**config.mk**
```make
export PLATFORM = sky130hd
export DESIGN_NAME = uart_rx_brk
export DESIGN_NICKNAME = d
export VERILOG_FILES = /design/src/rtl/uart_rx_pkg.sv /design/src/rtl/uart_rx_sync.sv /design/src/rtl/uart_rx_frame.sv /design/src/rtl/uart_rx_break.sv /design/src/rtl/uart_rx_brk.sv
export SDC_FILE = /design/constraint.sdc
export NUM_CORES = 1
export LEC_CHECK = 0
export BUFFER_PORTS_ARGS = -buffer_cell sky130_fd_sc_hd__buf_2
export CAP_MARGIN = 20
export CORE_MARGIN = 2
export CORE_UTILIZATION = 50
export DETAILED_ROUTE_END_ITERATION = 10
export HOLD_SLACK_MARGIN = 0.15
export PLACE_DENSITY_LB_ADDON = 0.08
export REMOVE_ABC_BUFFERS = 1
export SETUP_SLACK_MARGIN = 0.2
export SLEW_MARGIN = 20
export SYNTH_ARGS = -nofsm -noshare
export SYNTH_HDL_FRONTEND = slang
export SYNTH_SLANG_ARGS = --single-unit
export TNS_END_PERCENT = 100
```
**constraint.sdc**
```tcl
create_clock -name clk_i -period 3.6 [get_ports clk_i]
set_input_delay 0.54 -clock clk_i [delete_from_list [all_inputs] [get_ports clk_i]]
set_output_delay 0.54 -clock clk_i [all_outputs]
set_load 0.01 [all_outputs]
```
**src/rtl/uart_rx_pkg.sv**
```systemverilog
package uart_rx_pkg;

  typedef enum logic [2:0] {
    ST_IDLE,
    ST_START,
    ST_DATA,
    ST_PAR,
    ST_STOP
  } rx_state_e;

  // bit positions in the clear strobe vector
  localparam int unsigned CLR_FERR  = 0;
  localparam int unsigned CLR_PERR  = 1;
  localparam int unsigned CLR_OVR   = 2;
  localparam int unsigned CLR_SBRK  = 3;
  localparam int unsigned CLR_LBRK  = 4;
  localparam int unsigned CLR_NINTH = 5;
  localparam int unsigned CLR_W     = 6;

endpackage

```
**src/rtl/uart_rx_sync.sv**
```systemverilog
module uart_rx_sync #(
  parameter int unsigned STAGES = 2
) (
  input  logic clk_i,
  input  logic rst_ni,
  input  logic d_i,
  output logic q_o
);

  logic [STAGES-1:0] pipe_q;

  always_ff @(posedge clk_i or negedge rst_ni) begin
    if (!rst_ni) pipe_q <= '1;
    else         pipe_q <= {pipe_q[STAGES-2:0], d_i};
  end

  assign q_o = pipe_q[STAGES-1];

endmodule

```
**src/rtl/uart_rx_frame.sv**
```systemverilog
module uart_rx_frame
  import uart_rx_pkg::*;
#(
  parameter int unsigned DATA_MAX = 8,
  parameter int unsigned OS       = 16,
  parameter int unsigned DBW      = $clog2(DATA_MAX + 1)
) (
  input  logic                clk_i,
  input  logic                rst_ni,
  input  logic                rx_i,
  input  logic                tick_i,
  input  logic [DBW-1:0]      data_bits_i,
  input  logic                nine_i,
  input  logic                par_en_i,
  input  logic                par_odd_i,
  output logic                busy_o,
  output logic                done_o,
  output logic [DATA_MAX-1:0] word_o,
  output logic                ninth_o,
  output logic                ferr_o,
  output logic                perr_o
);

  localparam int unsigned OSW = $clog2(OS);
  localparam int unsigned IW  = $clog2(DATA_MAX + 2);
  localparam logic [OSW-1:0] HALF_M1 = OSW'(OS / 2 - 1);
  localparam logic [OSW-1:0] LAST    = OSW'(OS - 1);

  rx_state_e           state_q;
  logic [OSW-1:0]      os_q;
  logic [IW-1:0]       idx_q;
  logic [DATA_MAX-1:0] sh_q;
  logic                nb_q, par_q, perr_q, ferr_q, done_q, armed_q;
  logic [IW-1:0]       nbits;
  logic                mid;

  assign nbits = IW'(data_bits_i) + IW'(nine_i);
  assign mid   = tick_i && (os_q == LAST);

  always_ff @(posedge clk_i or negedge rst_ni) begin
    if (!rst_ni) begin
      state_q <= ST_IDLE;
      os_q    <= '0;
      idx_q   <= '0;
      sh_q    <= '0;
      nb_q    <= 1'b0;
      par_q   <= 1'b0;
      perr_q  <= 1'b0;
      ferr_q  <= 1'b0;
      done_q  <= 1'b0;
      armed_q <= 1'b0;
    end else begin
      done_q <= 1'b0;
      case (state_q)
        ST_IDLE: begin
          // a start needs a high-to-low transition
          if (rx_i) armed_q <= 1'b1;
          else if (tick_i && armed_q) begin
            state_q <= ST_START;
            os_q    <= '0;
            armed_q <= 1'b0;
          end
        end
        ST_START: begin
          if (tick_i) begin
            if (os_q == HALF_M1) begin
              os_q <= '0;
              if (!rx_i) begin
                state_q <= ST_DATA;
                idx_q   <= '0;
                sh_q    <= '0;
                nb_q    <= 1'b0;
                par_q   <= 1'b0;
                perr_q  <= 1'b0;
              end else begin
                state_q <= ST_IDLE;
              end
            end else begin
              os_q <= os_q + OSW'(1);
            end
          end
        end
        ST_DATA: begin
          if (mid) begin
            os_q <= '0;
            for (int i = 0; i < DATA_MAX; i++) begin
              if (idx_q == IW'(i) && idx_q < IW'(data_bits_i)) sh_q[i] <= rx_i;
            end
            if (idx_q == IW'(data_bits_i)) nb_q <= rx_i;
            par_q <= par_q ^ rx_i;
            idx_q <= idx_q + IW'(1);
            if (idx_q == nbits - IW'(1)) state_q <= par_en_i ? ST_PAR : ST_STOP;
          end else if (tick_i) begin
            os_q <= os_q + OSW'(1);
          end
        end
        ST_PAR: begin
          if (mid) begin
            os_q    <= '0;
            perr_q  <= ((par_q ^ rx_i) != par_odd_i);
            state_q <= ST_STOP;
          end else if (tick_i) begin
            os_q <= os_q + OSW'(1);
          end
        end
        ST_STOP: begin
          if (mid) begin
            os_q    <= '0;
            done_q  <= 1'b1;
            ferr_q  <= !rx_i;
            armed_q <= rx_i;
            state_q <= ST_IDLE;
          end else if (tick_i) begin
            os_q <= os_q + OSW'(1);
          end
        end
        default: state_q <= ST_IDLE;
      endcase
    end
  end

  assign busy_o  = (state_q != ST_IDLE);
  assign done_o  = done_q;
  assign word_o  = sh_q;
  assign ninth_o = nb_q;
  assign ferr_o  = ferr_q;
  assign perr_o  = perr_q;

  assert_glitch_rejected_R2: assert property (@(posedge clk_i) disable iff (!rst_ni)
    (state_q == ST_START && tick_i && os_q == HALF_M1 && rx_i) |=> (state_q == ST_IDLE && !done_q));

  assert_done_after_stop_R5: assert property (@(posedge clk_i) disable iff (!rst_ni)
    done_q |-> (state_q == ST_IDLE && $past(state_q) == ST_STOP));

endmodule

```
**src/rtl/uart_rx_break.sv**
```systemverilog
module uart_rx_break #(
  parameter int unsigned OS = 16,
  parameter int unsigned CW = 5
) (
  input  logic          clk_i,
  input  logic          rst_ni,
  input  logic          rx_i,
  input  logic          tick_i,
  input  logic          busy_i,
  input  logic [CW-1:0] m_len_i,
  output logic          short_o,
  output logic          long_o
);

  localparam int unsigned OSW = $clog2(OS);
  localparam logic [OSW-1:0] LAST = OSW'(OS - 1);

  logic           run_q, short_q, long_q;
  logic [OSW-1:0] sub_q;
  logic [CW-1:0]  cnt_q;
  logic [CW-1:0]  short_th, long_th, cnt_nx;
  logic           bit_end;

  assign short_th = m_len_i + CW'(1);
  assign long_th  = {m_len_i[CW-2:0], 1'b0} + CW'(4);
  assign cnt_nx   = cnt_q + CW'(1);
  assign bit_end  = tick_i && (sub_q == LAST);

  always_ff @(posedge clk_i or negedge rst_ni) begin
    if (!rst_ni) begin
      run_q   <= 1'b0;
      sub_q   <= '0;
      cnt_q   <= '0;
      short_q <= 1'b0;
      long_q  <= 1'b0;
    end else begin
      short_q <= 1'b0;
      long_q  <= 1'b0;
      if (rx_i) begin
        run_q <= 1'b0;
        sub_q <= '0;
        cnt_q <= '0;
      end else if (run_q || !busy_i) begin
        // timing only opens while no frame is in progress
        run_q <= 1'b1;
        if (tick_i) sub_q <= (sub_q == LAST) ? '0 : sub_q + OSW'(1);
        if (bit_end && cnt_q != long_th) begin
          cnt_q   <= cnt_nx;
          short_q <= (cnt_nx == short_th);
          long_q  <= (cnt_nx == long_th);
        end
      end
    end
  end

  assign short_o = short_q;
  assign long_o  = long_q;

  assert_timing_deferred_R10: assert property (@(posedge clk_i) disable iff (!rst_ni)
    (busy_i && !run_q) |=> !run_q);

  assert_long_beyond_short_R9: assert property (@(posedge clk_i) disable iff (!rst_ni)
    long_q |-> (cnt_q > short_th));

  assert_low_for_short_R8: assert property (@(posedge clk_i) disable iff (!rst_ni)
    short_q |-> ($past(!rx_i) && run_q));

endmodule

```
**src/rtl/uart_rx_brk.sv**
```systemverilog
module uart_rx_brk
  import uart_rx_pkg::*;
#(
  parameter int unsigned DATA_MAX = 8,
  parameter int unsigned OS       = 16,
  parameter int unsigned DBW      = $clog2(DATA_MAX + 1)
) (
  input  logic                clk_i,
  input  logic                rst_ni,
  input  logic                rx_i,
  input  logic                tick_i,
  input  logic [DBW-1:0]      data_bits_i,
  input  logic                nine_bit_i,
  input  logic                par_en_i,
  input  logic                par_odd_i,
  input  logic                rd_i,
  input  logic [CLR_W-1:0]    clr_i,
  output logic [DATA_MAX-1:0] data_o,
  output logic                ninth_o,
  output logic                ready_o,
  output logic                ferr_o,
  output logic                perr_o,
  output logic                ovr_o,
  output logic                brk_short_o,
  output logic                brk_long_o
);

  localparam int unsigned M_MAX = DATA_MAX + 4;
  localparam int unsigned CW    = $clog2(2 * M_MAX + 5);

  logic                rx_s;
  logic                frm_busy, frm_done, frm_ninth, frm_ferr, frm_perr;
  logic [DATA_MAX-1:0] frm_word;
  logic                brk_s, brk_l;
  logic [CW-1:0]       m_len;

  logic [DATA_MAX-1:0] data_q;
  logic                ready_q, ninth_q, ferr_q, perr_q, ovr_q, sbrk_q, lbrk_q;

  assign m_len = CW'(2) + CW'(data_bits_i) + CW'(nine_bit_i) + CW'(par_en_i);

  uart_rx_sync #(.STAGES(2)) u_sync (
    .clk_i  (clk_i),
    .rst_ni (rst_ni),
    .d_i    (rx_i),
    .q_o    (rx_s)
  );

  uart_rx_frame #(.DATA_MAX(DATA_MAX), .OS(OS), .DBW(DBW)) u_frame (
    .clk_i       (clk_i),
    .rst_ni      (rst_ni),
    .rx_i        (rx_s),
    .tick_i      (tick_i),
    .data_bits_i (data_bits_i),
    .nine_i      (nine_bit_i),
    .par_en_i    (par_en_i),
    .par_odd_i   (par_odd_i),
    .busy_o      (frm_busy),
    .done_o      (frm_done),
    .word_o      (frm_word),
    .ninth_o     (frm_ninth),
    .ferr_o      (frm_ferr),
    .perr_o      (frm_perr)
  );

  uart_rx_break #(.OS(OS), .CW(CW)) u_break (
    .clk_i   (clk_i),
    .rst_ni  (rst_ni),
    .rx_i    (rx_s),
    .tick_i  (tick_i),
    .busy_i  (frm_busy),
    .m_len_i (m_len),
    .short_o (brk_s),
    .long_o  (brk_l)
  );

  // clears first, sets after: a set in the same cycle wins
  always_ff @(posedge clk_i or negedge rst_ni) begin
    if (!rst_ni) begin
      data_q  <= '0;
      ready_q <= 1'b0;
      ninth_q <= 1'b0;
      ferr_q  <= 1'b0;
      perr_q  <= 1'b0;
      ovr_q   <= 1'b0;
      sbrk_q  <= 1'b0;
      lbrk_q  <= 1'b0;
    end else begin
      if (rd_i)             ready_q <= 1'b0;
      if (clr_i[CLR_FERR])  ferr_q  <= 1'b0;
      if (clr_i[CLR_PERR])  perr_q  <= 1'b0;
      if (clr_i[CLR_OVR])   ovr_q   <= 1'b0;
      if (clr_i[CLR_SBRK])  sbrk_q  <= 1'b0;
      if (clr_i[CLR_LBRK])  lbrk_q  <= 1'b0;
      if (clr_i[CLR_NINTH]) ninth_q <= 1'b0;
      if (brk_s) sbrk_q <= 1'b1;
      if (brk_l) lbrk_q <= 1'b1;
      if (frm_done) begin
        if (frm_ferr) ferr_q <= 1'b1;
        if (frm_perr) perr_q <= 1'b1;
        if (ready_q) begin
          ovr_q <= 1'b1;
        end else begin
          data_q  <= frm_word;
          ready_q <= 1'b1;
          if (nine_bit_i && frm_ninth) ninth_q <= 1'b1;
        end
      end
    end
  end

  assign data_o      = data_q;
  assign ready_o     = ready_q;
  assign ninth_o     = ninth_q;
  assign ferr_o      = ferr_q;
  assign perr_o      = perr_q;
  assign ovr_o       = ovr_q;
  assign brk_short_o = sbrk_q;
  assign brk_long_o  = lbrk_q;

  assert_word_sets_ready_R1: assert property (@(posedge clk_i) disable iff (!rst_ni)
    (frm_done && !ready_q) |=> ready_q);

  assert_read_clears_R6: assert property (@(posedge clk_i) disable iff (!rst_ni)
    (rd_i && !frm_done) |=> !ready_q);

  assert_overrun_keeps_R7: assert property (@(posedge clk_i) disable iff (!rst_ni)
    (frm_done && ready_q) |=> (ovr_q && $stable(data_q)));

  assert_short_clear_R11: assert property (@(posedge clk_i) disable iff (!rst_ni)
    (clr_i[CLR_SBRK] && !brk_s) |=> !sbrk_q);

endmodule

```
# Yosys cells after proc, flatten, opt, wreduce, memory -nomap -nowiden
# Index checks and enable logic that the tools add are counted.
# classes
addsub	11
magnitude_cmp	1
n_eq_ne	40
mux	87
bitwise_logic	2
reduce_logical	47
# ops
cell	n
4-bit two-way mux	14
6-bit AND reduction	9
1-bit two-way mux	48
8-bit two-way mux	4
2-bit by 1-bit != test with 1-bit output, second input constant	15
3-bit two-way mux	9
4-bit by 3-bit equality test with 1-bit output, second input constant	5
8-bit case mux with 2 select lines	1
2-bit nonzero test	8
5-bit two-way mux	3
3-bit case mux with 5 select lines	1
5-bit AND reduction	3
1-bit logical AND	13
4-bit by 1-bit adder with 4-bit output, second input constant	3
4-bit case mux with 3 select lines	1
5-bit by 1-bit adder with 5-bit output	2
5-bit by 1-bit adder with 5-bit output, second input constant	2
5-bit equality test	2
4-bit by 2-bit equality test with 1-bit output, second input constant	2
4-bit equality test	2
4-bit equality test, second input constant	2
1-bit case mux with 2 select lines	4
4-bit case mux with 2 select lines	1
2-bit AND reduction	4
other kinds (25)	30
# word_totals
regBits	54
inputBits	18
out_inout_bits	15

# Depth between registers and ports, before layout
# depth
ltp_word	9
ltp_mapped	11

# Hierarchy
# A second synthesis with hierarchy kept.
# hier_totals
hier_cells	349
hier_area_um2	3434.5
# modules_own_cells
mod	instances	cells_each	area_each_um2	seq_area_each_um2
uart_rx_frame	1	193	1767.9	625.6
uart_rx_break	1	98	914.6	300.3
uart_rx_brk	1	56	699.4	375.4
uart_rx_sync	1	2	52.6	52.6

# Worst setup path before layout
# No wires, ideal clock.
# synth_timing
path_type	input to register
from	input port data_bits_i[0]
to	register u_break.cnt_q[4]
setup_ns	0.078
arrival_time_ns	2.846
required_ns	3.522
path_slack_ns	0.676
cell_stages	11
path_buffers	0
cell_sequence	inv_1 -> fa_1 -> nand2b_1 -> nor2_1 -> nor2_1 -> ha_1 -> xor2_1 -> or4b_1 -> a211oi_1 -> o41ai_1 -> a21oi_1
# synth_via
elab_chain_len	8
# synth_rtl
item	line	rtl
from (decl)	uart_rx_brk.sv:12	input logic [DBW-1:0] data_bits_i,
2-bit by 4-bit adder with 5-bit output	uart_rx_brk.sv:40	assign m_len = CW'(2) + CW'(data_bits_i) + CW'(nine_bit_i) + CW'(par_en_i);
5-bit by 1-bit adder with 5-bit output (2 in a row)	uart_rx_brk.sv:40	
5-bit by 3-bit adder with 5-bit output	uart_rx_break.sv:25	assign long_th = {m_len_i[CW-2:0], 1'b0} + CW'(4);
5-bit != test	uart_rx_break.sv:47	if (bit_end && cnt_q != long_th) begin
1-bit logical AND	uart_rx_break.sv:47	
2-bit nonzero test (no line)	--	
2-bit AND reduction (no line)	--	
to (signal assigned)	uart_rx_break.sv:48	cnt_q <= cnt_nx;
to (decl)	uart_rx_break.sv:20	logic [CW-1:0] cnt_q;
# No other way between the ends.
# A chain may end at the register's enable or synchronous reset.

# Final worst setup path
# Same ends and word-level chain as after synthesis.

==> impl_metrics.tcl <==
set metrics [dict create \
    status "finished, final reports clean" \
    path_buf_inv 2 \
    drc 0 \
    cts_tree "yes" \
    synth_common_cells "dfrtp_1 (52), nand2_1 (37), nor2_1 (24), inv_1 (18), xnor2_1 (18)" \
    finalWirelength_um 6220 \
    fin_area_mm2 0.00365 \
    cp-startpoint "data_bits_i[0]" \
    r2r-start "u_frame.os_q[0]" \
    port_buffers 32 \
    cts_hold_buffers 0 \
    reg2reg_setup_slack_ns 1.49 \
    die_h_um 86.2 \
    path_class "in -> reg" \
    num_io_pins 33 \
    max-vdd-ir-drop_mv 0.305 \
    antenna_left 0 \
    slowest_stage "fa_1" \
    dr_total_vias 2482 \
    endpoint_kind "flip-flop" \
    grt_use_met3_pct 3.46 \
    dr.pass1.iters 4 \
    worst_pin_slew_ns 0.769 \
    clkTransAtPathRegs_ns 0.10 \
    period_minus_slack_ns 2.98 \
    syn_inst 344 \
    synth_cell_types 64 \
    yosysMostFrequentCell "dfrtp_1" \
    finalPower_w 0.00157 \
    start_util_pct 52.6 \
    top_usage_layer "met2" \
    final.period_utilization_pct 82.7 \
    cp.required_ns 3.83 \
    power_density_mw_per_mm2 430 \
    cpPeakStageDelay_ns 0.53 \
    post_cts_buffers 0 \
    hold_violations 0 \
    cap_violations 0 \
    grt_util_met1_pct 27.0 \
    die_width_um 86.2 \
    timing.hold.ws_ns 0.198 \
    antenna_cells 0 \
    start_kind "input pin" \
    synth_area_leaders "dfrtp_1 (39%), ha_1 (5.6%), xnor2_1 (4.7%)" \
    grt-ovfl-total 0 \
    rsz0062_at_grt "false" \
    cts_resized 0 \
    grt_pass1_vias 2434 \
    place_area_mm2 0.00357 \
    synth_area_leader_cell "dfrtp_1" \
    worstPathMaxFanout 5 \
    setup_viol 0 \
    min_path_type "in -> async" \
    drt_iter0_markers 133 \
    place_hpwl_um 4660 \
    vias_per_cell 5.55 \
    nNetsFinal 404 \
    final_util_pct 56.9 \
    timing.setup.tns_ns 0 \
    path_cells "buf_2 > inv_1 > fa_1 > xor2_2 > ha_1 > xor2_1 > or4b_1 > a211oi_1 > o41ai_1 > a21oi_1" \
    htreeDepth 2 \
    final_layout_size_suffix_gt1_share_pct 16.8 \
    avgSynthCellArea_um2 9.81 \
    grt_max_degree 32 \
    async_flop_share_pct 100 \
    drt-wirelength-per-cell_um 13.9 \
    yosys.area.top_type_share_pct 38.5 \
    grtUsageTotal_pct 18.8 \
    synth_edf_count 0 \
    fin_skew_ns 0.0116 \
    clkSinkCount 54 \
    yosysWarnings 0 \
    p_leak_nw 1.76 \
    die_area_mm2 0.00742 \
    ys_seq_area_share_pct 40.1 \
    antenna_found_initial 0 \
    arrival_ns 3.20 \
    cts_buffers 5 \
    grt_pass1_wl_um 11200 \
    slew-limit-headroom_pct 48.6 \
    clk-insertion-delay-late_ns 0.31 \
    core_area_mm2 0.00642 \
    synth_seq_cells 54 \
    ys.flop_type "dfrtp_1" \
    max-clock-path-buffers 2 \
    grt_util_met2_pct 29.2 \
    fp-row-count 29 \
    fmax_ghz 0.336 \
    slew_viol_final 0 \
    syn_area_mm2 0.00338 \
    clockRootBuffer "clkbuf_8" \
    globalplace.congestion 0.805 \
    critPathTopFamily "adder cells" \
    syn_to_final_growth_pct 8.23 \
]
worst reg2reg max path: cells and delay by family, from the launching register on:
kind            cells  cell delay (ns)
simple gates        3             0.88
flops               1             0.40
compound gates      1             0.39
fa+ha+maj           1             0.24
mux                 1             0.07
area by class of cell:
cell class	instances	area, µm²
clock buffers	5	68.8
clock inverters	2	13.8
fillers	582	2770
inverters	21	80.1
multi-input cells	255	1870
flip-flops and latches	54	1350
well taps	77	96.3
repair buffers	33	168
where the power goes:
group	switching, W	internal, W
Clock	0.000198	0.000135
Combinational	0.000272	0.000199
Sequential	0.0000983	0.000666
layout by cell type, fill, tap and decap left out, types with 3 or more instances in the layout:
cell type,instances
clkbuf_8,5
o21ai_1,10
inv_1,18
nand2b_1,7
o21ai_0,8
nor3_1,6
a21o_1,4
nor3b_1,3
nand2_1,37
mux2_2,8
nand3_1,17
and3_1,3
xnor2_1,18
nand4b_1,3
ha_1,15
a21oi_1,12
nor2b_1,4
o41ai_1,4
buf_2,32
mux2i_1,12
xnor3_1,4
dfrtp_1,52
nand4_1,5
xor2_1,7
nor2_1,24
path summary, 6_finish.rpt:
| kind | endpoint | cells past startpoint |
|---|---|---|
| hold reg to reg | u_sync.pipe_q[1] | 0 |
| min in group clk_i | u_sync.pipe_q[0] | 1 |
| setup reg to reg | u_frame.word_o[3] | 6 |
| setup / recovery | u_break.cnt_q[4] | 10 |
| hold / removal | u_break.long_o | 1 |
| max in group asynchronous | data_o[3] | 2 |
through the flow:
| stage | setup WS, ns | cells |
|---|---|---|
| 2_1_floorplan | 0.676 | 330 |
| 3_3_place_gp | 0.415 | 440 |
| 3_5_place_dp | 0.332 | 440 |
| 4_1_cts | 0.656 | 447 |
| 5_1_grt | 0.467 | 447 |
| 6_report | 0.623 | 447 |
flip-flops by register name, indices dropped and copies added, names as in the netlist, 2 cells and up:
signal           count
data_o               8
u_frame.word_o       8
u_break.cnt_q        5
u_break.sub_q        4
u_frame.idx_q        4
u_frame.os_q         4
u_frame.state_q      3
u_sync.pipe_q        2
metal layers:
layer,share of wire [%],up-vias
met5,0,-
met3,3.0,5
met4,0.77,0
li1,-,1256
met1,51,1183
met2,45,38
cells by family after synthesis:
kind of cell | synth area share (%)
simple gates | 21.1
compound gates | 11.7
flops | 40.1
buf+inv | 4.41
xor+xnor | 9.64
mux | 6.89
fa+ha+maj | 6.15
(Power assumes the default switching activity.)
